`src/rtl/plan_seq_pkg.sv`:
```
package plan_seq_pkg;
  typedef enum logic [1:0] {
    ST_IDLE   = 2'd0,
    ST_INIT   = 2'd1,
    ST_SEARCH = 2'd2,
    ST_TRACE  = 2'd3
  } seqState_t;

  typedef struct packed {
    logic copyGo;   // restart the map copy from address zero
  } seqStrobe_t;
endpackage

```
`src/rtl/plan_seq_ctrl.sv`:
```
module plan_seq_ctrl
  import plan_seq_pkg::*;
(
  input  logic       clk,
  input  logic       rstN,
  input  logic       solveIn,
  input  logic       copyDone,
  input  logic       searchDone,
  input  logic       traceDone,
  output logic       readyOut,
  output logic       searchStart,
  output logic       traceStart,
  output seqStrobe_t strb
);
  seqState_t state, stateNext;
  logic      launched;

  always_comb begin
    stateNext = state;
    unique case (state)
      ST_IDLE:   if (solveIn) stateNext = ST_INIT;
      ST_INIT:   if (copyDone) stateNext = ST_SEARCH;
      ST_SEARCH: if (launched && searchDone) stateNext = ST_TRACE;
      ST_TRACE:  if (launched && traceDone) stateNext = ST_IDLE;
      default:   stateNext = ST_IDLE;
    endcase
  end

  always_ff @(posedge clk) begin
    if (!rstN) begin
      state    <= ST_IDLE;
      launched <= 1'b0;
    end else begin
      state    <= stateNext;
      launched <= (stateNext == state) &&
                  ((state == ST_SEARCH) || (state == ST_TRACE));
    end
  end

  assign readyOut    = (state == ST_IDLE);
  assign searchStart = (state == ST_SEARCH) && !launched;
  assign traceStart  = (state == ST_TRACE) && !launched;
  assign strb.copyGo = (state == ST_IDLE) && solveIn;

  // the search start pulse lasts one cycle and follows the last copy write
  a_r5_search_pulse: assert property (@(posedge clk) disable iff (!rstN)
    searchStart |=> !searchStart);
  a_r5_after_copy: assert property (@(posedge clk) disable iff (!rstN)
    $rose(searchStart) |-> $past(copyDone));
  // the trace start is caused by a sampled search completion
  a_r6_trace_after_search: assert property (@(posedge clk) disable iff (!rstN)
    $rose(traceStart) |-> $past(searchDone));
  // ready comes back only after the backtracker reports done
  a_r7_ready_on_trace_done: assert property (@(posedge clk) disable iff (!rstN)
    $rose(readyOut) |-> $past(traceDone));
  // the two start pulses never coincide
  a_r2_single_phase: assert property (@(posedge clk) disable iff (!rstN)
    $countones({searchStart, traceStart, readyOut}) <= 1);
endmodule

```
`src/rtl/plan_seq_copy.sv`:
```
module plan_seq_copy
  import plan_seq_pkg::*;
#(
  parameter int CELLS  = 12,
  parameter int CELL_W = 2,
  parameter int META_W = 3,
  parameter int ADDR_W = 4
) (
  input  logic                     clk,
  input  logic                     rstN,
  input  seqStrobe_t               strb,
  input  logic [CELL_W-1:0]        srcRdData,
  output logic                     srcRdEn,
  output logic [ADDR_W-1:0]        srcAddr,
  output logic                     wrkWrEn,
  output logic [ADDR_W-1:0]        wrkAddr,
  output logic [CELL_W+META_W-1:0] wrkWrData,
  output logic                     copyDone
);
  localparam logic [ADDR_W-1:0] LAST_ADDR = ADDR_W'(CELLS - 1);

  logic              rdActive, wrValid;
  logic [ADDR_W-1:0] rdAddr, wrAddr;

  always_ff @(posedge clk) begin
    if (!rstN) begin
      rdActive <= 1'b0;
      rdAddr   <= '0;
      wrValid  <= 1'b0;
      wrAddr   <= '0;
    end else begin
      if (strb.copyGo) begin
        rdActive <= 1'b1;
        rdAddr   <= '0;
      end else if (rdActive) begin
        rdAddr <= rdAddr + 1'b1;
        if (rdAddr == LAST_ADDR) rdActive <= 1'b0;
      end
      wrValid <= rdActive;
      wrAddr  <= rdAddr;
    end
  end

  assign srcRdEn   = rdActive;
  assign srcAddr   = rdAddr;
  assign wrkWrEn   = wrValid;
  assign wrkAddr   = wrAddr;
  assign wrkWrData = {{META_W{1'b0}}, srcRdData};
  assign copyDone  = wrValid && (wrAddr == LAST_ADDR);

  // a new copy is never launched while one is in flight
  a_r8_no_restart: assert property (@(posedge clk) disable iff (!rstN)
    strb.copyGo |-> !rdActive && !wrValid);
  // consecutive writes step the address by one
  a_r4_write_order: assert property (@(posedge clk) disable iff (!rstN)
    wrkWrEn && $past(wrkWrEn) |-> wrkAddr == $past(wrkAddr) + 1'b1);
  // the copy starts at address zero
  a_r3_start_zero: assert property (@(posedge clk) disable iff (!rstN)
    $rose(srcRdEn) |-> srcAddr == '0);
  // each write follows a read of the same address
  a_r4_write_follows_read: assert property (@(posedge clk) disable iff (!rstN)
    wrkWrEn |-> $past(srcRdEn) && wrkAddr == $past(srcAddr));
endmodule

```
`src/rtl/plan_sequencer.sv`:
```
module plan_sequencer
  import plan_seq_pkg::*;
#(
  parameter int MAP_W  = 4,
  parameter int MAP_H  = 3,
  parameter int CELL_W = 2,
  parameter int META_W = 3,
  localparam int CELLS  = MAP_W * MAP_H,
  localparam int ADDR_W = (CELLS > 1) ? $clog2(CELLS) : 1
) (
  input  logic                     clk,
  input  logic                     rstN,
  input  logic                     solveIn,
  output logic                     readyOut,
  output logic                     searchStart,
  input  logic                     searchDone,
  output logic                     traceStart,
  input  logic                     traceDone,
  output logic                     srcRdEn,
  output logic [ADDR_W-1:0]        srcAddr,
  input  logic [CELL_W-1:0]        srcRdData,
  output logic                     wrkWrEn,
  output logic [ADDR_W-1:0]        wrkAddr,
  output logic [CELL_W+META_W-1:0] wrkWrData
);
  seqStrobe_t strb;
  logic       copyDone;

  plan_seq_ctrl ctrl_i (
    .clk(clk), .rstN(rstN), .solveIn(solveIn), .copyDone(copyDone),
    .searchDone(searchDone), .traceDone(traceDone), .readyOut(readyOut),
    .searchStart(searchStart), .traceStart(traceStart), .strb(strb)
  );

  plan_seq_copy #(
    .CELLS(CELLS), .CELL_W(CELL_W), .META_W(META_W), .ADDR_W(ADDR_W)
  ) copy_i (
    .clk(clk), .rstN(rstN), .strb(strb), .srcRdData(srcRdData),
    .srcRdEn(srcRdEn), .srcAddr(srcAddr), .wrkWrEn(wrkWrEn),
    .wrkAddr(wrkAddr), .wrkWrData(wrkWrData), .copyDone(copyDone)
  );
endmodule

```
`config.mk`:
```
export PLATFORM = sky130hd
export DESIGN_NAME = plan_sequencer
export DESIGN_NICKNAME = d
export VERILOG_FILES = /design/src/rtl/plan_seq_pkg.sv /design/src/rtl/plan_seq_ctrl.sv /design/src/rtl/plan_seq_copy.sv /design/src/rtl/plan_sequencer.sv
export SDC_FILE = /design/constraint.sdc
export NUM_CORES = 1
export LEC_CHECK = 0
export ABC_AREA = 1
export BUFFER_PORTS_ARGS = -buffer_cell sky130_fd_sc_hd__buf_2
export CAP_MARGIN = 20
export CORE_MARGIN = 5
export CORE_UTILIZATION = 30
export DETAILED_ROUTE_END_ITERATION = 10
export SLEW_MARGIN = 0
export SYNTH_ARGS = -nofsm -noshare
export SYNTH_HDL_FRONTEND = slang
export SYNTH_SLANG_ARGS = --single-unit
```
`constraint.sdc`:
```
create_clock -name clk -period 0.82 [get_ports clk]
set_input_delay 0.082 -clock clk [delete_from_list [all_inputs] [get_ports clk]]
set_output_delay 0.082 -clock clk [all_outputs]
set_load 0.01 [all_outputs]
```
======== Word level (Yosys, flattened, before mapping) ========
Cells that the tools add are included.
storage, ports and cells
  flip-flop bits (word level) ............. 13
  bits in writable memories ............... 0
  output and inout port bits .............. 18
  input port bits ......................... 7
  word-level logic and storage cells ...... 33
  bits in read-only memories .............. 0
  memories kept ........................... 0
  bits in latches ......................... 0
cells by class
  multiply operators ...................... 0
  reductions and logical operators ........ 11
  bitwise gates (word level) .............. 1
  $lt $le $gt $ge ......................... 0
  multiplexer cells ....................... 8
  shifts and indexed selects .............. 0
  $add $sub $neg .......................... 1
  div/mod/pow operators ................... 0
  equality and inequality tests ........... 6
operators with widths
  cell                   number
  $eq A4 B4 Y1 const B   2
  $mux W2                4
  $pmux W2 S4            1
  $logic_and A1 B1 Y1    7
  $add A4 B1 Y4 const B  1
  $eq A2 B2 Y1 const B   2
  $mux W1                3
  $eq A2 B1 Y1 const B   1
  $eq A2 B2 Y1           1
  $logic_not A2 Y1       1
  $reduce_or A2 Y1       1
  $logic_not A1 Y1       1
  $logic_or A1 B1 Y1     1
  $not A1 Y1             1

======== Logic depth before layout (Yosys ltp) ========
Gate-level depths: netlist (run 1).
  depth after elaboration ................. 6
  mapped depth ............................ 7
  gate-level depth less buffers ........... 7

======== Modules after synthesis ========
From an unflattened synthesis (run 1), not the netlist that was laid out.
second synthesis, totals
  cell total of the unflattened synthesis .. 77
  area total of the unflattened synthesis .. 571.8 um^2
by module, submodules not included
  module         seq. area each (um^2)  area each (um^2)  cells each  times used
  plan_seq_copy  200.2                  409.1             52          1
  plan_seq_ctrl  60.1                   162.7             25          1

======== Worst setup path after synthesis (run 1) ========
OpenSTA, ideal clock, no wires.
  path kind ............................... register -> register
  start ................................... register ctrl_i.state[1]
  end ..................................... register ctrl_i.launched
  path buffers ............................ 0
  data arrival time ....................... 0.871 ns
  data required time ...................... 0.711 ns
  clock period less this slack ............ 0.980 ns
  setup slack ............................. -0.160 ns
  library setup time ...................... 0.109 ns
  cell stages (with the launch flop) ...... 7
  cell sequence ........................... dfxtp_1 -> nor2_2 -> nand2_4 -> inv_4 -> o21ai_1 -> nand2_1 -> inv_1
between the ends
  word-level cells in the longest chain between the ends .. 4
  elaborated cells between the ends (all ways) .. 12
  classes of those cells .................. eq/ne: 4; mux: 5; reduce/logical: 3
RTL lines
  what                    RTL line              RTL
  from (decl)             plan_seq_ctrl.sv:15   seqState_t state, stateNext;
  from (signal assigned)  plan_seq_ctrl.sv:34   state <= stateNext;
  $logic_not A2 Y1        n/a
  net readyOut            plan_sequencer.sv:14  output logic readyOut,
  $pmux W2 S4             plan_seq_ctrl.sv:20   unique case (state)
  $eq A2 B2 Y1            plan_seq_ctrl.sv:35   launched <= (stateNext == state) &&
  $logic_and A1 B1 Y1     plan_seq_ctrl.sv:35
  to (signal assigned)    plan_seq_ctrl.sv:35
  to (decl)               plan_seq_ctrl.sv:16   logic launched;
The timed path passes the listed nets, and every way through them passes these cells.
A chain may end at the register's enable or synchronous reset.

======== Worst setup path after layout (run 1) ========
  start ................................... register ctrl_i.state[0]
  end ..................................... output searchStart
between the ends
  word-level cells in the longest chain between the ends .. 2
RTL lines
  what                 RTL line              RTL
  $eq A2 B2 Y1         plan_seq_ctrl.sv:41   assign searchStart = (state == ST_SEARCH) && !launched;
  $logic_and A1 B1 Y1  plan_seq_ctrl.sv:41
  to (decl)            plan_sequencer.sv:15  output logic searchStart,
Every way passes these cells.

==> results of run 1 <==
-- final timing paths --
path | end | slack [ns] | cells after the start
max | searchStart | -0.28 | 4
min | copy_i.wrkAddr[2]$_SDFF_PN0_ | 0.08 | 3
max reg2reg | ctrl_i.state[0]$_SDFF_PN0_ | -0.20 | 8
min reg2reg | copy_i.wrkAddr[3]$_SDFF_PN0_ | 0.48 | 2
-- worst max-delay path: stages (launching register included) --
cell and delay (ns):
dfxtp_4 0.38, inv_4 0.06, nand2_2 0.04, nor2_2 0.10, buf_2 0.15
-- through the flow --
| step | hold WS (ns) | setup WS (ns) | instances | setup TNS, ns | utilization (%) |
|---|---|---|---|---|---|
| 6_report | 0.0798 | -0.279 | 139 | -1.91 | 51.4 |
| 5_1_grt | 0.0717 | -0.329 | 139 | -2.69 | 51.4 |
| 4_1_cts | 0.0681 | -0.220 | 136 | -1.78 | 46.5 |
| 3_5_place_dp | 0.164 | -0.114 | 128 | -0.559 | 40.1 |
| 3_3_place_gp | 0.164 | -0.110 | 128 | -0.497 | 40.1 |
| 2_1_floorplan | 0.180 | -0.0691 | 83 | -0.320 | - |
-- cells in the mapped netlist --
| cell | count |
|---|---|
| conb_1 | 1 |
| a21oi_1 | 2 |
| o21a_1 | 1 |
| nor2_4 | 1 |
| inv_4 | 1 |
| o21ai_2 | 1 |
| a21oi_2 | 1 |
| nand4_1 | 1 |
| dfxtp_1 | 13 |
| nand3_1 | 5 |
| ha_1 | 1 |
| nand2_1 | 18 |
| nor2_1 | 5 |
| a211oi_2 | 2 |
| buf_4 | 5 |
| inv_1 | 17 |
| o21ai_0 | 2 |
| nand2_4 | 1 |
| nor2_2 | 1 |
| o21ai_1 | 2 |
-- flip-flops by register name, summed over array words and instances (netlist names) --
signal	cells
copy_i.srcAddr	4
copy_i.wrkWrEn	1
copy_i.wrkAddr	4
copy_i.srcRdEn	1
ctrl_i.state	2
ctrl_i.launched	1
-- kinds of logic (layout without fill, tap and decap cells) --
| family | after synthesis | in the layout | synth area share, % |
|---|---|---|---|
| and+or+nand+nor | 32 | 32 | 24.0 |
| DFF | 13 | 13 | 42.6 |
| buffers and inverters | 23 | 52 | 17.6 |
| other | 1 | 3 | 0.614 |
| AOI/OAI and AO/OA | 11 | 11 | 13.1 |
| adders and majority gates | 1 | 1 | 2.05 |
-- area by class of cell --
type | instances | area [um2]
clock buffers | 4 | 26.3
fillers | 187 | 945
inverters | 18 | 75.1
multi-input cells | 47 | 304
flip-flops and latches | 13 | 292
well taps | 27 | 33.8
repair buffers | 30 | 267
-- power by group --
part | leakage (nW) | internal, mW | switching [mW]
Clock | 0.0150 | 0.189 | 0.223
Combinational | 0.368 | 0.138 | 0.125
Sequential | 0.113 | 0.647 | 0.0332
Total | 0.496 | 0.974 | 0.381
-- per-layer routing --
metal / track usage [%] / up-vias / wire [um]
li1: - / 306 / -
met1: 10.6 / 283 / 605
met2: 20.9 / 13 / 928
met3: 2.68 / 5 / 63
met4: 9.72 / 0 / 57
met5: 0 / - / 0
-- repair_timing --
| item | in CTS | in global routing |
|---|---|---|
| hold endpoints to repair | 0 | 0 |
| endpoints found under the setup margin | 19 | 21 |
| resized for setup | 22 | 19 |
| pin swaps | 3 | 7 |
| setup buffers | 5 | 3 |
| cloned | 0 | 0 |
==> flow_summary.toml, run 1 <==
[power]
total_power_mw = 1.36
p_per_area_nw_per_um2 = 1360
p_leak_nw = 0.496
irDropWorstVdd_uv = 552

[clock_network]
cts_root_buffer = "clkbuf_4"
clock_sinks = 13
cts_hold_buf = 0
clk_path_buf_depth = 2
worstSkewPairLatency_ns = 0.28
clk_pin_slew_ns = 0.08
cts_buffers = 3
cts-htree-levels = 1
cts_tree = "yes"

[worst_setup_path]
critPathArrivalTime_ns = 1.02
path_class = "flop to output pin"
rr_startpoint = "ctrl_i.state[0]$_SDFF_PN0_"
cp.required_ns = 0.74
worstPathMaxFanout = 5
crit_start = "ctrl_i.state[0]$_SDFF_PN0_"
crit_path_end_kind = "output pin"
start_kind = "flop"

[drt]
wl_um = 1650
firstDrtPassIters = 4
avgRoutedWirePerCell_um = 11.9
drc_errors = 0
vias = 607
ant_nets = 0
drtIter0Drc = 11
viasPerCell = 4.37

[logic_synthesis]
avgSynthCellArea_um2 = 7.54
syn-cell-area_um2 = 611
yosysWarnings = 0
synth_top_area_cell = "dfxtp_1"
synth.distinct_cells = 20
seq_area_frac_synth_pct = 42.6
yosys_register_bits = 13
synth.area.top_cells = "dfxtp_1, nand2_1, inv_1, buf_4, a211oi_2"
synth_cells = 81
synth_top_area_share_pct = 42.6

[layout]
drive_above_1_share_pct = 60.7
diodes = 0
area.growth.synth_to_final_pct = 63.3
fin_area_um2 = 997
final_cell_mix = "inv_1, buf_6, nand2_1"
fin_nets = 121

[hold_path]
hold_path.class = "input port to flop"
hp-start = "rstN"

[die]
ios = 25
die_h_um = 55.1
start_util_pct = 31.4
die_w_um = 55.1
dieArea_um2 = 3040
rows = 16
coreArea_um2 = 1940

[global_routing]
grt_overflow_total = 0
grt_use_total_pct = 11.4
grt_pass1_vias = 552
grt_pass1_wl_um = 2300
grt_max_degree = 8
antenna_found_initial = 0

[timing]
max_freq_ghz = 0.910
fin_worst_skew_ns = 0.00111
setup_viol = 16
finalMaxSlewViolations = 0
timing.final.ws_setup_ns = -0.279
finalCriticalPeriod_ns = 1.10
finalHoldViolations = 0
finalCritPeriodShare_pct = 134
rsz0062_at_grt = "yes"

[outcome]
status = "finished, violations left"
failed_checks = "negative setup slack"

[job]
drv_cap = 0

[placement]
gp_congestion = 0.744
hpwl_um = 1020
port_buffers = 17
placedInstanceArea_um2 = 779
Power figures use the tool's default switching activity.
==> inputs of run 2 (changes only) <==
Settings changed: CORE_MARGIN 5 to default.
Clock period 0.82 ns to 1.2 ns, I/O delays scaled along.
==> flow_summary.toml, run 2 (synthesis results as in run 1) <==
[worst_setup_path]
start_kind = "flop"
crit_path_end_kind = "output pin"
crit_start = "ctrl_i.state[1]$_SDFF_PN0_"
critPathArrivalTime_ns = 0.97
worstPathMaxFanout = 7
path_class = "flop to output pin"
cp.required_ns = 1.08
rr_startpoint = "copy_i.srcRdEn$_SDFF_PN0_"

[clock_network]
clk_pin_slew_ns = 0.08
worstSkewPairLatency_ns = 0.27
clk_path_buf_depth = 2
cts_tree = "yes"
cts_hold_buf = 0
post_cts_buffers = 0
clock_sinks = 13
cts_buffers = 3
cts_root_buffer = "clkbuf_4"
cts-htree-levels = 1

[timing]
finalCritPeriodShare_pct = 90.8
rsz0062_at_grt = "no"
finalMaxSlewViolations = 0
max_freq_ghz = 0.917
setup_tns_ns = 0
finalHoldViolations = 0
finalCriticalPeriod_ns = 1.09
fin_worst_skew_ns = 0.00710
setup_viol = 0

[global_routing]
grt_pass1_vias = 445
grt_overflow_total = 0
grt_pass1_wl_um = 1930
grt_use_total_pct = 13.4
antenna_found_initial = 0
grt_max_degree = 8

[layout]
mostFrequentLayoutCell = "nand2_1"
fillers = 200
drive_above_1_share_pct = 32.0
final_cell_mix = "nand2_1, buf_2, inv_1"
fin_util_pct = 40.3
fin_nets = 109
diodes = 0
area.growth.synth_to_final_pct = 20.1

[placement]
port_buffers = 17
gp_congestion = 0.721
hpwl_um = 877

[drt]
wl_um = 1180
drc_errors = 0
drtIter0Drc = 9
firstDrtPassIters = 4
viasPerCell = 4.10
avgRoutedWirePerCell_um = 9.40
ant_nets = 0
vias = 512

[job]
drv_cap = 0

[power]
p_leak_nw = 0.413
irDropWorstVdd_uv = 443
p_per_area_nw_per_um2 = 1130

[die]
die_w_um = 47.1
rows = 15
dieArea_um2 = 2220
start_util_pct = 33.5
ios = 25
die_h_um = 47.1
coreArea_um2 = 1820

[hold_path]
hold_path.class = "input port to flop"
hp-start = "rstN"

[outcome]
status = "complete, no violations"
-- run 2: changes by cell type in the layout (fill, tap and decap cells not counted), moves of 2 or more --
| cell | change |
|---|---|
| buf_6 | -15 |
| buf_2 | +11 |
| dfxtp_1 | +11 |
| buf_4 | -8 |
| dfxtp_4 | -6 |
| dfxtp_2 | -5 |
| nand2_1 | +5 |
| nand2_2 | -5 |
| o21ai_2 | -3 |
| nand3_1 | +2 |
| nand3_2 | -2 |
| o21ai_0 | +2 |
-- run 2: path summary, 6_finish.rpt --
kind / cells past startpoint / end / slack [ns]
max: 2 / readyOut / 0.11
min: 3 / copy_i.wrkAddr[1]$_SDFF_PN0_ / 0.11
max reg2reg: 5 / copy_i.srcAddr[3]$_SDFFE_PP0P_ / 0.19
min reg2reg: 2 / copy_i.wrkAddr[3]$_SDFF_PN0_ / 0.44
-- run 2: what timing repair did --
item,CTS,global route
pin swaps,0,0
cloned,0,0
setup endpoints to repair,1,3
resized for setup,1,2
-- run 2: where the power goes --
part           internal [mW]  switching [mW]  total [mW]
logic                 0.0361          0.0583      0.0943
registers              0.447          0.0178       0.465
clock network          0.129           0.139       0.268
total                  0.612           0.215       0.827
-- run 2: layer usage --
metal	global-route usage [%]	wire, um	vias up
met5	0	0	-
met3	3.85	51	4
met1	14.9	521	213
met2	20.6	551	17
li1	-	-	278
met4	12.6	51	0
-- run 2: critical path, stage by stage (launching register included) --
cell,delay [ns]
dfxtp_2,0.37
nor2_2,0.17
buf_2,0.15
-- run 2: final cells by class --
class                           instances  area, um2  area share [%]
Sequential cell                        13        263            35.8
Multi-Input combinational cell         47        250            34.1
Timing Repair Buffer                   18       92.6            12.6
Inverter                               18       70.1            9.56
Tap cell                               25       31.3            4.27
Clock buffer                            4       26.3            3.58
-- run 2: per-stage QoR --
stage          instance area [um2]  cells  worst slack (ns)  hold slack (ns)  total power, mW
3_3_place_gp                   704    121             0.198            0.240            0.568
3_5_place_dp                   704    121             0.184            0.240            0.569
4_1_cts                        732    125            0.0190            0.108            0.841
6_report                       733    125             0.110            0.114            0.827
5_1_grt                        733    125            0.0174            0.128            0.875
2_1_floorplan                  618     83             0.220            0.218            0.545
==> inputs of run 3 (changes only) <==
Settings changed: ABC_AREA 1 to default, SETUP_SLACK_MARGIN from default to 0.2.
==> flow_summary.toml, run 3 <==
[logic_synthesis]
synthArstFlopShare_pct = 0
synth.distinct_cells = 26
synth-main-ff-cell = "dfxtp_1"
synth_top_area_share_pct = 44.5
synth.area.top_cells = "dfxtp_1, buf_4, and2_1, nand2_1, nor2_1"
avgSynthCellArea_um2 = 9.74
yosysWarnings = 0
synth_common_cells = "dfxtp_1, and2_1, buf_4, nand2_1, nor2_1"
yosys_register_bits = 13
yosysMostFrequentCell = "dfxtp_1"
seq_area_frac_synth_pct = 44.5
synth_edf_count = 0
synth_top_area_cell = "dfxtp_1"
synth_cells = 60
syn-cell-area_um2 = 584

[worst_setup_path]
start_kind = "flop"
worstPathMaxFanout = 5
path_class = "flop to flop"
crit_path_end_kind = "flop"
cp.required_ns = 1.37
critPathArrivalTime_ns = 1.29

[timing]
finalCritPeriodShare_pct = 93.6
finalMaxSlewViolations = 0
hold_slack_ns = 0.146
finalHoldViolations = 0
setup_tns_ns = 0
fin_worst_skew_ns = 0.00395
max_freq_ghz = 0.890
setup_viol = 0
finalCriticalPeriod_ns = 1.12
rsz0062_at_grt = "yes"
timing.final.ws_setup_ns = 0.0768

[layout]
area.growth.synth_to_final_pct = 28.9
fin_util_pct = 42.2
fillers = 192
drive_above_1_share_pct = 48.1
final_cells = 106
mostFrequentLayoutCell = "buf_2"
diodes = 0
final_cell_mix = "buf_2, dfxtp_1"
multiInputGateArea_um2 = 275
regArea_um2 = 274
fin_nets = 90

[die]
die_h_um = 46.1
die_w_um = 46.1
dieArea_um2 = 2130
start_util_pct = 32.8
coreArea_um2 = 1780
ios = 25
rows = 15

[global_routing]
antenna_found_initial = 0
grt_use_total_pct = 11.4
grt_pass1_vias = 381
grt_pass1_wl_um = 1600
grt_max_degree = 9
grt_overflow_total = 0

[drt]
topRoutingLayerUsed = "met3"
ant_nets = 0
viasPerCell = 4.44
vias = 471
wl_met1_um = 485
drtIter0Drc = 2
avgRoutedWirePerCell_um = 10.0
firstDrtPassIters = 4
wl_um = 1060
wl_met2_um = 502
drc_errors = 0
route.met3.wl_um = 75

[power]
p_clk_share_pct = 31.6
irDropWorstVdd_uv = 885
sw_frac_of_total_pct = 24.3
combPwrFrac_pct = 12.9
seqPwrFrac_pct = 55.5
internal-power_mw = 0.630
switchingPower_mw = 0.202
p_per_area_nw_per_um2 = 1100
p_leak_nw = 0.340

[placement]
gp_congestion = 0.725
place_ws_ns = 0.138
port_buffers = 17
dpl.cell_count = 98

[outcome]
status = "complete, no violations"

[clock_network]
cts_buffers = 3
cts_root_buffer = "clkbuf_4"
clk_path_buf_depth = 2
worstSkewPairLatency_ns = 0.27
cts-htree-levels = 1
cts_tree = "yes"
clock_sinks = 13
clk_pin_slew_ns = 0.08

[job]
drv_cap = 0

[hold_path]
hold_path.class = "input port to flop"
run 3: kinds of logic after synthesis:
group	Yosys count	share of synthesized area, %
DFF	13	44.5
other	1	0.642
buffers and inverters	9	10.5
and+or+nand+nor	26	26.6
muxes	2	3.64
AOI/OAI and AO/OA	5	7.50
adders and majority gates	1	2.14
xor gates and xnor gates	3	4.50
run 3: final cells by class:
class / count / share of cell area [%]
tap: 25 / 4.15
sequential: 13 / 36.4
timing repair buffer: 22 / 18.1
inverter: 2 / 1.33
clock buffer: 4 / 3.49
multi-input combinational: 40 / 36.5
run 3: final timing paths:
kind	cells past startpoint	to	slack [ns]	from
setup / recovery	4	copy_i.srcAddr[1]$_SDFFE_PP0P_	0.08	ctrl_i.state[0]$_SDFF_PN0_
hold / removal	3	ctrl_i.launched$_SDFF_PN0_	0.15	rstN
setup reg to reg	4	copy_i.srcAddr[1]$_SDFFE_PP0P_	0.08	ctrl_i.state[0]$_SDFF_PN0_
hold reg to reg	1	ctrl_i.launched$_SDFF_PN0_	0.48	ctrl_i.launched$_SDFF_PN0_
run 3: routing by layer:
layer / GRT usage, % / vias to the layer above
met3: 7.06 / 0
met5: 0 / -
met2: 17.5 / 19
met1: 12.9 / 216
li1: - / 236
met4: 3.53 / 0
run 3: critical path, cell delays in order (launching register included):
cell	delay, ns
dfxtp_4	0.37
buf_6	0.12
or3b_4	0.40
nand2_4	0.09
nor2_1	0.04
run 3: per-stage QoR:
step	power, mW	cell area, um2
2_1_floorplan	0.541	599
3_3_place_gp	0.556	663
3_5_place_dp	0.557	663
4_1_cts	0.833	732
5_1_grt	0.886	753
6_report	0.831	753
run 3: power by group through the flow:
stage | registers [mW] | clock network [mW] | logic [mW]
after detailed placement | 0.472 | 0 | 0.0842
after floorplan | 0.471 | 0 | 0.0705
after global placement | 0.472 | 0 | 0.0843
after CTS | 0.460 | 0.276 | 0.0974
after global routing | 0.464 | 0.304 | 0.118
final | 0.461 | 0.262 | 0.108
run 3: repair_timing:
item                       in CTS  in global routing
setup endpoints to repair      12                 13
hold buffers                    0                  0
pin swaps                       2                  3
buffers inserted                3                  1
hold endpoints to repair        0                  0
gates resized for setup        10                  4
